File: src/rtl/pkt_ahb_pkg.sv
package pkt_ahb_pkg;
  localparam logic [31:0] KIND_RD   = 32'd1;
  localparam logic [31:0] KIND_WR   = 32'd2;
  localparam logic [31:0] KIND_RACK = 32'd3;

  localparam logic [1:0] TR_IDLE   = 2'b00;
  localparam logic [1:0] TR_NONSEQ = 2'b10;
  localparam logic [2:0] SZ_WORD   = 3'b010;
  localparam logic [2:0] BU_SINGLE = 3'b000;

  typedef enum logic [2:0] {
    ST_IDLE,
    ST_REQ,
    ST_WDATA,
    ST_RDATA,
    ST_RACK
  } mst_state_e;
endpackage

File: src/rtl/pkt_wr_fifo.sv
module pkt_wr_fifo #(
  parameter int DEPTH = 4,
  parameter int W     = 64,
  localparam int PW   = (DEPTH > 1) ? $clog2(DEPTH) : 1,
  localparam int LW   = $clog2(DEPTH + 1)
) (
  input  logic          clk,
  input  logic          rst_n,
  input  logic          push,
  input  logic [W-1:0]  push_data,
  input  logic          pop,
  output logic [W-1:0]  head,
  output logic [LW-1:0] level,
  output logic          full,
  output logic          empty
);
  logic [W-1:0]  slot_q [DEPTH];
  logic [PW-1:0] wr_ptr_q, wr_ptr_d;
  logic [PW-1:0] rd_ptr_q, rd_ptr_d;
  logic [LW-1:0] level_q, level_d;

  always_comb begin
    wr_ptr_d = wr_ptr_q;
    rd_ptr_d = rd_ptr_q;
    level_d  = level_q;
    if (push) begin
      wr_ptr_d = (wr_ptr_q == PW'(DEPTH - 1)) ? '0 : wr_ptr_q + 1'b1;
    end
    if (pop) begin
      rd_ptr_d = (rd_ptr_q == PW'(DEPTH - 1)) ? '0 : rd_ptr_q + 1'b1;
    end
    case ({push, pop})
      2'b10:   level_d = level_q + 1'b1;
      2'b01:   level_d = level_q - 1'b1;
      default: level_d = level_q;
    endcase
  end

  always_ff @(posedge clk or negedge rst_n) begin
    if (!rst_n) begin
      wr_ptr_q <= '0;
      rd_ptr_q <= '0;
      level_q  <= '0;
    end else begin
      wr_ptr_q <= wr_ptr_d;
      rd_ptr_q <= rd_ptr_d;
      level_q  <= level_d;
    end
  end

  always_ff @(posedge clk) begin
    if (push) begin
      slot_q[wr_ptr_q] <= push_data;
    end
  end

  assign head  = slot_q[rd_ptr_q];
  assign level = level_q;
  assign full  = (level_q == LW'(DEPTH));
  assign empty = (level_q == '0);
endmodule

File: src/rtl/pkt_cmd_rx.sv
module pkt_cmd_rx
  import pkt_ahb_pkg::*;
#(
  parameter int AW = 32
) (
  input  logic          clk,
  input  logic          rst_n,
  input  logic          cmd_valid,
  input  logic [31:0]   cmd_kind,
  input  logic [AW-1:0] cmd_addr,
  input  logic          q_full,
  input  logic          rd_done,
  output logic          cmd_ready,
  output logic          q_push,
  output logic          rd_pend,
  output logic [AW-1:0] rd_addr
);
  logic          is_wr, is_rd, take, rd_load;
  logic          rd_pend_q, rd_pend_d;
  logic [AW-1:0] rd_addr_q;

  assign is_wr     = (cmd_kind == KIND_WR);
  assign is_rd     = (cmd_kind == KIND_RD);
  assign cmd_ready = !rd_pend_q && !(is_wr && q_full);
  assign take      = cmd_valid && cmd_ready;
  assign q_push    = take && is_wr;
  assign rd_load   = take && is_rd;

  always_comb begin
    rd_pend_d = rd_pend_q;
    if (rd_load) begin
      rd_pend_d = 1'b1;
    end else if (rd_done) begin
      rd_pend_d = 1'b0;
    end
  end

  always_ff @(posedge clk or negedge rst_n) begin
    if (!rst_n) begin
      rd_pend_q <= 1'b0;
    end else begin
      rd_pend_q <= rd_pend_d;
    end
  end

  always_ff @(posedge clk) begin
    if (rd_load) begin
      rd_addr_q <= cmd_addr;
    end
  end

  assign rd_pend = rd_pend_q;
  assign rd_addr = rd_addr_q;
endmodule

File: src/rtl/pkt_ahb_mst_fsm.sv
module pkt_ahb_mst_fsm
  import pkt_ahb_pkg::*;
#(
  parameter int AW = 32,
  parameter int DW = 32
) (
  input  logic          clk,
  input  logic          rst_n,
  input  logic          q_empty,
  input  logic [AW-1:0] q_addr,
  input  logic [DW-1:0] q_data,
  input  logic          rd_pend,
  input  logic [AW-1:0] rd_addr,
  input  logic          hgrant,
  input  logic          hready,
  input  logic [DW-1:0] hrdata,
  input  logic          rsp_ready,
  output logic          q_pop,
  output logic          rd_done,
  output logic          hbusreq,
  output logic [1:0]    htrans,
  output logic [AW-1:0] haddr,
  output logic          hwrite,
  output logic [DW-1:0] hwdata,
  output logic          rsp_valid,
  output logic [31:0]   rsp_kind,
  output logic [AW-1:0] rsp_addr,
  output logic [DW-1:0] rsp_data
);
  mst_state_e    state_q, state_d;
  logic          op_wr_q, op_wr_d;
  logic          cap_en;
  logic [AW-1:0] rsp_addr_q;
  logic [DW-1:0] rsp_data_q;

  always_comb begin
    state_d   = state_q;
    op_wr_d   = op_wr_q;
    cap_en    = 1'b0;
    q_pop     = 1'b0;
    rd_done   = 1'b0;
    hbusreq   = 1'b0;
    htrans    = TR_IDLE;
    haddr     = '0;
    hwrite    = 1'b0;
    hwdata    = '0;
    rsp_valid = 1'b0;
    case (state_q)
      ST_IDLE: begin
        if (!q_empty) begin
          state_d = ST_REQ;
          op_wr_d = 1'b1;
        end else if (rd_pend) begin
          state_d = ST_REQ;
          op_wr_d = 1'b0;
        end
      end
      ST_REQ: begin
        hbusreq = 1'b1;
        haddr   = op_wr_q ? q_addr : rd_addr;
        hwrite  = op_wr_q;
        if (hgrant) begin
          htrans = TR_NONSEQ;
          if (hready) begin
            state_d = op_wr_q ? ST_WDATA : ST_RDATA;
          end
        end
      end
      ST_WDATA: begin
        hwdata = q_data;
        if (hready) begin
          q_pop   = 1'b1;
          state_d = ST_IDLE;
        end
      end
      ST_RDATA: begin
        if (hready) begin
          cap_en  = 1'b1;
          state_d = ST_RACK;
        end
      end
      ST_RACK: begin
        rsp_valid = 1'b1;
        if (rsp_ready) begin
          rd_done = 1'b1;
          state_d = ST_IDLE;
        end
      end
      default: state_d = ST_IDLE;
    endcase
  end

  always_ff @(posedge clk or negedge rst_n) begin
    if (!rst_n) begin
      state_q <= ST_IDLE;
      op_wr_q <= 1'b0;
    end else begin
      state_q <= state_d;
      op_wr_q <= op_wr_d;
    end
  end

  always_ff @(posedge clk) begin
    if (cap_en) begin
      rsp_data_q <= hrdata;
      rsp_addr_q <= rd_addr;
    end
  end

  assign rsp_kind = rsp_valid ? KIND_RACK : '0;
  assign rsp_addr = rsp_addr_q;
  assign rsp_data = rsp_data_q;
endmodule

File: src/rtl/pkt_ahb_bridge.sv
module pkt_ahb_bridge
  import pkt_ahb_pkg::*;
#(
  parameter int AW     = 32,
  parameter int DW     = 32,
  parameter int QDEPTH = 4
) (
  input  logic          clk,
  input  logic          rst_n,
  input  logic          cmd_valid,
  output logic          cmd_ready,
  input  logic [31:0]   cmd_kind,
  input  logic [AW-1:0] cmd_addr,
  input  logic [DW-1:0] cmd_data,
  output logic          rsp_valid,
  input  logic          rsp_ready,
  output logic [31:0]   rsp_kind,
  output logic [AW-1:0] rsp_addr,
  output logic [DW-1:0] rsp_data,
  output logic          hbusreq,
  input  logic          hgrant,
  output logic [1:0]    htrans,
  output logic [AW-1:0] haddr,
  output logic          hwrite,
  output logic [2:0]    hsize,
  output logic [2:0]    hburst,
  output logic [DW-1:0] hwdata,
  input  logic          hready,
  input  logic [DW-1:0] hrdata
);
  localparam int EW = AW + DW;
  localparam int LW = $clog2(QDEPTH + 1);

  logic          q_push, q_pop, q_full, q_empty;
  logic [LW-1:0] q_level;
  logic [EW-1:0] q_head;
  logic          rd_pend, rd_done;
  logic [AW-1:0] rd_addr;

  pkt_cmd_rx #(.AW(AW)) u_rx (
    .clk       (clk),
    .rst_n     (rst_n),
    .cmd_valid (cmd_valid),
    .cmd_kind  (cmd_kind),
    .cmd_addr  (cmd_addr),
    .q_full    (q_full),
    .rd_done   (rd_done),
    .cmd_ready (cmd_ready),
    .q_push    (q_push),
    .rd_pend   (rd_pend),
    .rd_addr   (rd_addr)
  );

  pkt_wr_fifo #(.DEPTH(QDEPTH), .W(EW)) u_wq (
    .clk       (clk),
    .rst_n     (rst_n),
    .push      (q_push),
    .push_data ({cmd_addr, cmd_data}),
    .pop       (q_pop),
    .head      (q_head),
    .level     (q_level),
    .full      (q_full),
    .empty     (q_empty)
  );

  pkt_ahb_mst_fsm #(.AW(AW), .DW(DW)) u_fsm (
    .clk       (clk),
    .rst_n     (rst_n),
    .q_empty   (q_empty),
    .q_addr    (q_head[EW-1:DW]),
    .q_data    (q_head[DW-1:0]),
    .rd_pend   (rd_pend),
    .rd_addr   (rd_addr),
    .hgrant    (hgrant),
    .hready    (hready),
    .hrdata    (hrdata),
    .rsp_ready (rsp_ready),
    .q_pop     (q_pop),
    .rd_done   (rd_done),
    .hbusreq   (hbusreq),
    .htrans    (htrans),
    .haddr     (haddr),
    .hwrite    (hwrite),
    .hwdata    (hwdata),
    .rsp_valid (rsp_valid),
    .rsp_kind  (rsp_kind),
    .rsp_addr  (rsp_addr),
    .rsp_data  (rsp_data)
  );

  assign hsize  = SZ_WORD;
  assign hburst = BU_SINGLE;
endmodule

File: config.mk
export PLATFORM = sky130hd
export DESIGN_NAME = pkt_ahb_bridge
export DESIGN_NICKNAME = d
export VERILOG_FILES = /design/src/rtl/pkt_ahb_pkg.sv /design/src/rtl/pkt_wr_fifo.sv /design/src/rtl/pkt_cmd_rx.sv /design/src/rtl/pkt_ahb_mst_fsm.sv /design/src/rtl/pkt_ahb_bridge.sv
export SDC_FILE = /design/constraint.sdc
export NUM_CORES = 1
export LEC_CHECK = 0
export BUFFER_PORTS_ARGS = -buffer_cell sky130_fd_sc_hd__buf_2
export CAP_MARGIN = 20
export CORE_ASPECT_RATIO = 1.25
export CORE_UTILIZATION = 45
export CTS_BUF_LIST = sky130_fd_sc_hd__clkbuf_4 sky130_fd_sc_hd__clkbuf_8
export DETAILED_ROUTE_END_ITERATION = 12
export GPL_ROUTABILITY_DRIVEN = 0
export HOLD_SLACK_MARGIN = 0.1
export PLACE_DENSITY = 0.78
export SLEW_MARGIN = 20
export SYNTH_ARGS = -nofsm -noshare
export SYNTH_HDL_FRONTEND = slang
export SYNTH_SLANG_ARGS = --single-unit
export TNS_END_PERCENT = 100
File: constraint.sdc
create_clock -name clk -period 5.6 [get_ports clk]
set_input_delay 0.28 -clock clk [delete_from_list [all_inputs] [get_ports clk]]
set_output_delay 0.28 -clock clk [all_outputs]
set_load 0.01 [all_outputs]
==> impl_metrics.json, run 1 <==
{
  "clk_latency_ps": 590,
  "finalSetupTns_ps": 0,
  "antenna_found_initial": 0,
  "ctsResizeCount": 0,
  "synth_area_sq_um": 14000,
  "p_leak_nw": 6.69,
  "grt_pass1_vias": 8078,
  "drtAntennaViolNets": 0,
  "end_kind": "output port",
  "route.detailed.drc": 0,
  "r2r_cells": 5,
  "wl_per_cell_microns": 19.3,
  "synth_top_area_share_pct": 75.6,
  "grt_max_degree": 67,
  "cts_hold_buf": 102,
  "outcome": "finished clean",
  "htreeDepth": 2,
  "use_met1_pct": 20.3,
  "slew_violations": 0,
  "hold_class": "in2reg",
  "port_buffers": 268,
  "yosysSeqAreaShare_pct": 77.8,
  "path_delay_family": "flip-flops",
  "holdPathStages": 3,
  "arrival_ps": 3070,
  "reg2reg_from": "u_wq.level[0]",
  "dieArea_sq_um": 31800,
  "ys_warn_count": 0,
  "antenna_cells": 0,
  "numCtsBuffers": 53,
  "required_ps": 5320,
  "stdcell_count": 1507,
  "slew_headroom_pct": 30.4,
  "ys_ff_latch": 364,
  "dp_hpwl_microns": 16500,
  "drtIter0Drc": 387,
  "grtUsageMet3_pct": 4.82,
  "hold_path.startpoint": "hgrant",
  "n_fill_cell": 2225,
  "crit_chain": "buf_4 -> mux4_2 -> and2_1 -> buf_2",
  "drive_gt1_share_pct": 39.7,
  "ir_drop_v": 0.000247,
  "crit_type": "reg2out",
  "dp_slack_ps": 2610,
  "finalClockSkew_ps": 31.2,
  "critPathLaunchType": "flip-flop",
  "cp_max_fo": 43,
  "grt_pass1_wl_microns": 44300,
  "firstDrtPassIters": 4,
  "fmax_mhz": 298,
  "critPathMaxStageDelay_ps": 1000,
  "place_inst": 1313,
  "r2r_setup_slack_ps": 3030,
  "syn_area_per_cell_sq_um": 21.0,
  "grtUsageMet2_pct": 34.1,
  "worst_slack_ps": 2250,
  "netlist_instances": 666,
  "synth_top_area_cell": "edfxtp_1",
  "globalRoute.totalOverflow": 0,
  "fin_crit_sh_pct": 59.9,
  "rr_endpoint": "u_wq.slot_q[0][19]",
  "cts_root_buf": "clkbuf_8",
  "regArea_sq_um": 10900,
  "area_delta_synth_final_pct": 26.1,
  "hold_viol_final": 0,
  "die_h_microns": 199,
  "rsz0062_at_grt": "no",
  "setup_violations": 0,
  "fin_nets": 1210,
  "start_util_pct": 46.2,
  "synthTopCellsByArea": "edfxtp_1, mux4_2, mux2i_1",
  "numClockSinks": 364,
  "holdPathEnd": "u_fsm.state_q[0]",
  "clockBufferDepth": 3,
  "cap_violations": 0,
  "cp_slowest_cell": "dfrtp_4",
  "cts_tree": "done",
  "ios": 306,
  "rows": 71,
  "vias_per_cell": 4.97,
  "synth.distinct_cells": 39,
  "crit_buf_inv": 2,
  "num_vias": 7487,
  "final_util_pct": 58.2,
  "top_usage_layer": "met2",
  "hold_slack_ps": 194,
  "min_period_ps": 3350,
  "die_w_microns": 160,
  "multi_input_comb_area_sq_um": 2810,
  "coreArea_sq_um": 30300,
  "tightest_slew_ps": 1040,
  "cts_setup_buffers": 0,
  "clk_pin_slew_worst_paths_ps": 60,
  "gr-usage-all-layers_pct": 18.5,
  "p_per_area_nw_per_um2": 379,
  "routed_wl_microns": 29100
}
==> registers in the layout, indices dropped and copies added, names as in the netlist <==
name            flops
u_fsm.op_wr_q       1
u_rx.rd_pend        1
u_fsm.rsp_data     32
u_wq.wr_ptr_q       2
u_rx.rd_addr       32
u_wq.rd_ptr_q       2
u_fsm.rsp_addr     32
u_wq.level          3
u_wq.slot_q       256
u_fsm.state_q       3
==> where the power goes <==
part           internal (mW)  switching, mW
combinational          0.756          0.639
sequential              3.07          0.231
clock                   1.04          0.948
total                   4.87           1.82
==> worst min-delay path, cell delays in order <==
cell and delay [ps]:
buf_2 100, a311oi_1 80, mux2_2 260
==> metrics by stage <==
stage	area, sq um	total power, mW
3_3_place_gp	15600	4.70
6_report	17600	6.68
3_5_place_dp	15600	4.72
2_1_floorplan	14100	4.23
5_1_grt	17600	6.99
4_1_cts	17600	6.77
==> cell usage after synthesis (all sizes together) <==
master / instances
and3: 3
nand3: 1
or3: 1
mux4: 64
nor2: 40
o32ai: 1
nand4: 3
nor2b: 3
o41ai: 1
xor2: 2
edfxtp: 352
mux2: 5
o211ai: 1
buf: 56
nor4b: 2
nand3b: 2
nand2: 5
a21oi: 1
mux2i: 33
nor3: 3
o21bai: 1
dfrtp: 12
conb: 2
ha: 6
xnor2: 1
nor4: 7
inv: 11
fa: 1
a311oi: 1
and2: 36
clkbuf: 8
a21o: 1
==> cells in the final DEF (no fill, tap or decap), types with 2 or more instances in the layout <==
master / Yosys / final
edfxtp_1: 352 / 352
buf_2: 9 / 268
dlygate4sd3_1: 0 / 102
mux4_2: 64 / 64
clkbuf_8: 0 / 55
nor2_1: 40 / 40
conb_1: 2 / 37
mux2i_1: 33 / 33
and2_1: 32 / 32
clkinv_1: 0 / 16
clkbuf_4: 0 / 13
inv_1: 11 / 11
dfrtp_1: 12 / 9
buf_4: 40 / 7
ha_1: 6 / 6
nand2_1: 5 / 5
clkinv_2: 0 / 5
nor4_2: 4 / 4
and2_4: 0 / 4
nor4_4: 3 / 3
mux2_2: 3 / 3
nor2b_1: 3 / 2
nand4_1: 2 / 2
and3_1: 3 / 2
nand3b_1: 2 / 2
mux2_4: 2 / 2
nor3_1: 3 / 2
xor2_1: 2 / 2
clkinvlp_4: 0 / 2
dfrtp_4: 0 / 2
==> final cells by class <==
type / instances / area share, %
Sequential cell: 364 / 61.7
Tap cell: 401 / 2.85
Multi-Input combinational cell: 262 / 16.0
Clock inverter: 24 / 0.738
Timing Repair Buffer: 377 / 13.7
Inverter: 11 / 0.234
Clock buffer: 68 / 4.85
==> worst max path at each step <==
stage | from | end | cells past startpoint
final | u_wq.rd_ptr_q[0] | hwdata[2] | 4
after global routing | u_wq.rd_ptr_q[0] | hwdata[2] | 4
after CTS | u_wq.rd_ptr_q[0] | hwdata[11] | 4
after detailed placement | cmd_kind[18] | u_wq.slot_q[0][30] | 6
after global placement | cmd_kind[18] | u_wq.slot_q[0][20] | 6
after floorplan | cmd_kind[18] | u_rx.rd_addr[0] | 3
==> per-layer routing <==
layer  routed length, microns  vias up
met1                    10700     3753
met5                        0        -
li1                         -     3370
met3                     2050       50
met2                    15700      314
met4                      631        0
==> logic make-up (layout without fill, tap and decap cells) <==
logic type	count (synthesis)	after routing	synth area share (%)
flops	364	364	77.8
simple gates	106	106	4.64
other cells	2	37	0.0537
fa+ha+maj	7	7	0.680
xor+xnor	3	3	0.188
buf+inv	75	480	3.17
mux	102	102	13.1
compound gates	7	7	0.385
Power figures use the tool's default switching activity.
==> run 2, diff against run 1 <==
- clock period: 5.6 -> 3.4 ns (I/O delays scaled with it)
==> run 2 against run 1 <==
Against the previous run:
- core utilization up 0.74 points
- die area is the same
- first-iteration DRC count up 18%
- combinational power up 73%
- register-to-register slack got worse by 2000 ps
- non-clock buffer count up 7
- critical path type unchanged
- largest cell class unchanged
==> impl_metrics.json, run 2 (same netlist as run 1, synthesis figures left out) <==
{
  "num_vias": 7502,
  "dp_slack_ps": 781,
  "regArea_sq_um": 10900,
  "hold_path.startpoint": "cmd_kind[30]",
  "clk_latency_ps": 580,
  "holdPathStages": 5,
  "wl_per_cell_microns": 19.8,
  "die_h_microns": 199,
  "route.detailed.drc": 0,
  "cap_violations": 0,
  "htreeDepth": 2,
  "slew_headroom_pct": 31.2,
  "cts_root_buf": "clkbuf_8",
  "place_inst": 1320,
  "die_w_microns": 160,
  "worst_slack_ps": 454,
  "ir_drop_v": 0.000385,
  "grt_max_degree": 59,
  "rsz0062_at_grt": "no",
  "antenna_found_initial": 2,
  "fin_crit_sh_pct": 86.6,
  "globalRoute.totalOverflow": 0,
  "reg2reg_from": "u_wq.level[1]",
  "regMostFlops": "u_wq.slot_q",
  "path_delay_family": "flip-flops",
  "largest_reg_flops": 256,
  "fin_nets": 1218,
  "end_kind": "output port",
  "dieArea_sq_um": 31800,
  "crit_buf_inv": 2,
  "rr_endpoint": "u_wq.slot_q[2][1]",
  "clk_pin_slew_worst_paths_ps": 60,
  "critPathMaxStageDelay_ps": 930,
  "coreArea_sq_um": 30300,
  "dp_hpwl_microns": 18600,
  "numClockSinks": 364,
  "grt_pass1_wl_microns": 45500,
  "clockBufferDepth": 3,
  "n_fill_cell": 2213,
  "arrival_ps": 2780,
  "drtIter0Drc": 458,
  "hold_viol_final": 0,
  "layout_commonest_cell": "edfxtp_1",
  "slew_violations": 0,
  "stdcell_count": 1518,
  "grt_pass1_vias": 8040,
  "final_cell_mix": "edfxtp_1, buf_2, dlygate4sd3_1",
  "outcome": "finished clean",
  "critPathLaunchType": "flip-flop",
  "r2r_setup_slack_ps": 1050,
  "holdPathEnd": "u_wq.wr_ptr_q[0]",
  "vias_per_cell": 4.94,
  "numCtsBuffers": 54,
  "firstDrtPassIters": 5,
  "rows": 71,
  "ctsResizeCount": 0,
  "min_period_ps": 2950,
  "crit_type": "reg2out",
  "drive_gt1_share_pct": 40.8,
  "cp_max_fo": 36,
  "finalClockSkew_ps": 18.8,
  "area_delta_synth_final_pct": 27.7,
  "p_per_area_nw_per_um2": 637,
  "placedInstanceArea_sq_um": 15800,
  "multi_input_comb_area_sq_um": 2820,
  "start_util_pct": 46.2,
  "routed_wl_microns": 30100,
  "required_ps": 3230,
  "p_leak_nw": 6.82,
  "finalSetupTns_ps": 0,
  "port_buffers": 268,
  "r2r_cells": 5,
  "crit_chain": "buf_4 -> mux4_2 -> mux2i_1 -> nor2_1 -> buf_2",
  "setup_violations": 0,
  "cp_slowest_cell": "dfrtp_4",
  "stdcell_area_sq_um": 17900,
  "cts_tree": "done",
  "gr-usage-all-layers_pct": 19.1,
  "fmax_mhz": 339,
  "drtAntennaViolNets": 0,
  "tightest_slew_ps": 1030,
  "ios": 306,
  "hold_class": "in2reg",
  "total_power_mw": 11.4
}
==> run 2: cell count changes in the layout (fill, tap and decap cells not counted), sizes merged <==
cell	change
clkinvlp	-2
clkbuf	+4
diode	+1
bufinv	+3
inv	+1
buf	+7
clkinv	-3
==> run 2: stage by stage <==
stage,hold slack [ps],util (%)
final,154,59.0
after global routing,147,59.0
after CTS,106,58.9
after detailed placement,67.3,52.0
after global placement,66.0,52.0
after floorplan,-126,-
==> run 2: worst max path at each step <==
| stage | from | end | depth (start not counted) |
|---|---|---|---|
| after CTS | u_wq.rd_ptr_q[0] | haddr[5] | 5 |
| after global routing | u_wq.rd_ptr_q[0] | haddr[5] | 5 |
| after global placement | cmd_kind[18] | u_wq.slot_q[2][10] | 6 |
| after detailed placement | cmd_kind[18] | u_wq.slot_q[2][10] | 6 |
| after floorplan | u_fsm.state_q[2] | u_fsm.rsp_addr[0] | 2 |
| final | u_wq.rd_ptr_q[0] | haddr[5] | 5 |
==> run 2: cell type report <==
cell class | instances | share of cell area (%)
sequential | 364 | 60.9
multi-input combinational | 262 | 15.8
timing repair buffer | 384 | 14.2
clock buffer | 72 | 4.92
tap | 401 | 2.81
clock inverter | 23 | 1.15
inverter | 11 | 0.231
antenna | 1 | 0.0140
==> run 2: per-layer routing <==
layer | GRT usage [%] | vias up | share of wire, %
met2 | 35.4 | 339 | 53
met5 | 0 | - | 0.043
li1 | - | 3395 | -
met4 | 6.91 | 2 | 2.4
met3 | 4.92 | 48 | 7.8
met1 | 21.2 | 3718 | 36
==> run 2: timing repair <==
| action | in CTS | in global routing |
|---|---|---|
| hold buffers | 102 | 0 |
| hold endpoints to repair | 338 | 0 |
| buffers inserted | 0 | 0 |
==> run 2: tightest hold or removal path, stage by stage <==
cell     delay (ps)
buf_2            80
nor4_2           30
nand4_2         120
nor4b_4         100
mux2_4          200
==> run 2: power breakdown <==
| group | switching [mW] | internal, mW |
|---|---|---|
| Sequential | 0.343 | 5.06 |
| Combinational | 1.14 | 1.27 |
| Clock | 1.57 | 1.98 |
==> run 3, diff against run 2 <==
- BUFFER_PORTS_ARGS: -buffer_cell sky130_fd_sc_hd__buf_2 -> unset
- CTS_CLUSTER_SIZE: unset -> 30
- DONT_BUFFER_PORTS: unset -> 1
- PLACE_DENSITY: 0.78 -> 0.7
==> run 3 against run 2 <==
Against the previous run:
- largest cell class unchanged
- cell area down 7.2%
- highest routed layer is now met4
- core utilization fell by 4.3 points
- fmax grew 7.0%
- first-iteration DRC count is 14% lower
- clock skew down 6.9 ps
==> impl_metrics.json, run 3 (same netlist as run 1, synthesis figures left out) <==
{
  "fin_crit_sh_pct": 81.0,
  "antenna_found_initial": 1,
  "critPathLaunchType": "input port",
  "p_leak_nw": 5.69,
  "final_cell_mix": "edfxtp_1, dlygate4sd3_1, mux4_2",
  "fin_nets": 952,
  "pwr-share-comb_pct": 18.6,
  "globalRoute.totalOverflow": 0,
  "firstDrtPassIters": 6,
  "p_per_area_nw_per_um2": 665,
  "numCtsBuffers": 55,
  "finalClockSkew_ps": 11.9,
  "routed_wl_microns": 28600,
  "netSwitchingPower_mw": 2.96,
  "cp_max_fo": 38,
  "drive_gt1_share_pct": 21.5,
  "p_int_mw": 8.06,
  "hold_class": "in2reg",
  "outcome": "finished clean",
  "die_h_microns": 199,
  "swShare_pct": 26.8,
  "drtAntennaViolNets": 0,
  "grt_pass1_wl_microns": 42800,
  "tightest_slew_ps": 982,
  "dp_hpwl_microns": 17800,
  "hold_viol_final": 0,
  "seq_power_share_pct": 48.8,
  "clockBufferDepth": 3,
  "clk_pin_slew_worst_paths_ps": 60,
  "ir_drop_v": 0.000445,
  "required_ps": 3640,
  "grt_pass1_vias": 7174,
  "arrival_ps": 3000,
  "wl_per_cell_microns": 22.7,
  "dp_slack_ps": 850,
  "crit_chain": "dlygate4sd3_1 -> nor4_2 -> dlygate4sd3_1 -> nand4_2 -> nor4b_4 -> and2_4 -> buf_12",
  "cp_slowest_cell": "dlygate4sd3_1",
  "grt_max_degree": 66,
  "cap_violations": 0,
  "worst_slack_ps": 646,
  "stdcell_area_sq_um": 16600,
  "power_frac_clock_pct": 32.6,
  "num_vias": 6610,
  "numClockSinks": 364,
  "vias_per_cell": 5.26,
  "placedInstanceArea_sq_um": 14400,
  "start_util_pct": 46.2,
  "area_delta_synth_final_pct": 18.5,
  "min_period_ps": 2750,
  "finalSetupTns_ps": 0,
  "crit_type": "in2reg",
  "fmax_mhz": 363,
  "setup_violations": 0,
  "rsz0062_at_grt": "no",
  "gr-usage-all-layers_pct": 18.0,
  "largest_reg_flops": 256,
  "cpMostUsedCell": "dlygate4sd3_1",
  "slew_headroom_pct": 34.5,
  "dieArea_sq_um": 31800,
  "route.detailed.drc": 0,
  "clk_latency_ps": 560,
  "ios": 306,
  "regMostFlops": "u_wq.slot_q",
  "slew_violations": 0,
  "cts_root_buf": "clkbuf_8",
  "rows": 71,
  "htreeDepth": 2,
  "layout_commonest_cell": "edfxtp_1",
  "port_buffers": 0,
  "critPathMaxStageDelay_ps": 600,
  "final_util_pct": 54.7,
  "die_w_microns": 160,
  "end_kind": "flip-flop",
  "drtIter0Drc": 393,
  "coreArea_sq_um": 30300,
  "cts_tree": "done",
  "total_power_mw": 11.0
}
[run 3: routing by layer]
metal	global-route usage, %	vias up	routed length, microns
li1	-	2874	-
met3	5.73	46	2300
met1	19.6	3368	10300
met4	5.88	0	654
met5	0	-	0
met2	33.2	322	15400
[run 3: worst paths after layout]
path	from	end	slack, ps	cells past startpoint
worst max register to register	u_fsm.state_q[2]	u_wq.level[2]	900	11
min in group asynchronous	rst_n	u_rx.rd_pend	580	2
max in group asynchronous	rst_n	u_wq.rd_ptr_q[1]	2380	2
worst max-delay path	cmd_kind[30]	u_wq.slot_q[3][15]	650	7
worst min-delay path	cmd_kind[14]	u_wq.level[0]	240	6
worst min register to register	u_rx.rd_addr[6]	u_fsm.rsp_addr[6]	450	0
[run 3: stage by stage]
step	instances	hold slack (ps)
4_1_cts	1256	203
2_1_floorplan	701	-126
6_report	1257	240
5_1_grt	1257	196
3_5_place_dp	1049	-125
3_3_place_gp	1049	-125
[run 3: layout make-up]
type / instances / area [sq um]
Clock buffer: 73 / 892
Sequential cell: 364 / 10900
Timing Repair Buffer: 117 / 1210
Clock inverter: 28 / 221
Fill cell: 2274 / 13700
Inverter: 11 / 41.3
Tap cell: 401 / 502
Antenna cell: 1 / 2.50
Multi-Input combinational cell: 262 / 2830
[run 3: timing repair]
item	CTS	global route
endpoints found under the setup margin	0	0
endpoints found under the hold margin	342	0
buffers inserted	0	0
hold buffers	106	0
resized for setup	0	0
[run 3: power groups by stage]
| stage | registers (mW) | logic, mW | clock network (mW) |
|---|---|---|---|
| 2_1_floorplan | 5.25 | 1.71 | 0 |
| 3_3_place_gp | 5.47 | 1.90 | 0 |
| 3_5_place_dp | 5.48 | 1.94 | 0 |
| 4_1_cts | 5.38 | 2.10 | 3.68 |
| 5_1_grt | 5.41 | 2.23 | 3.88 |
| 6_report | 5.37 | 2.05 | 3.59 |
[run 3: critical path, delay by kind of cell]
family | cells | cell delay [ps]
AND/OR/NAND/NOR | 4 | 1340
buffers and inverters | 3 | 1460
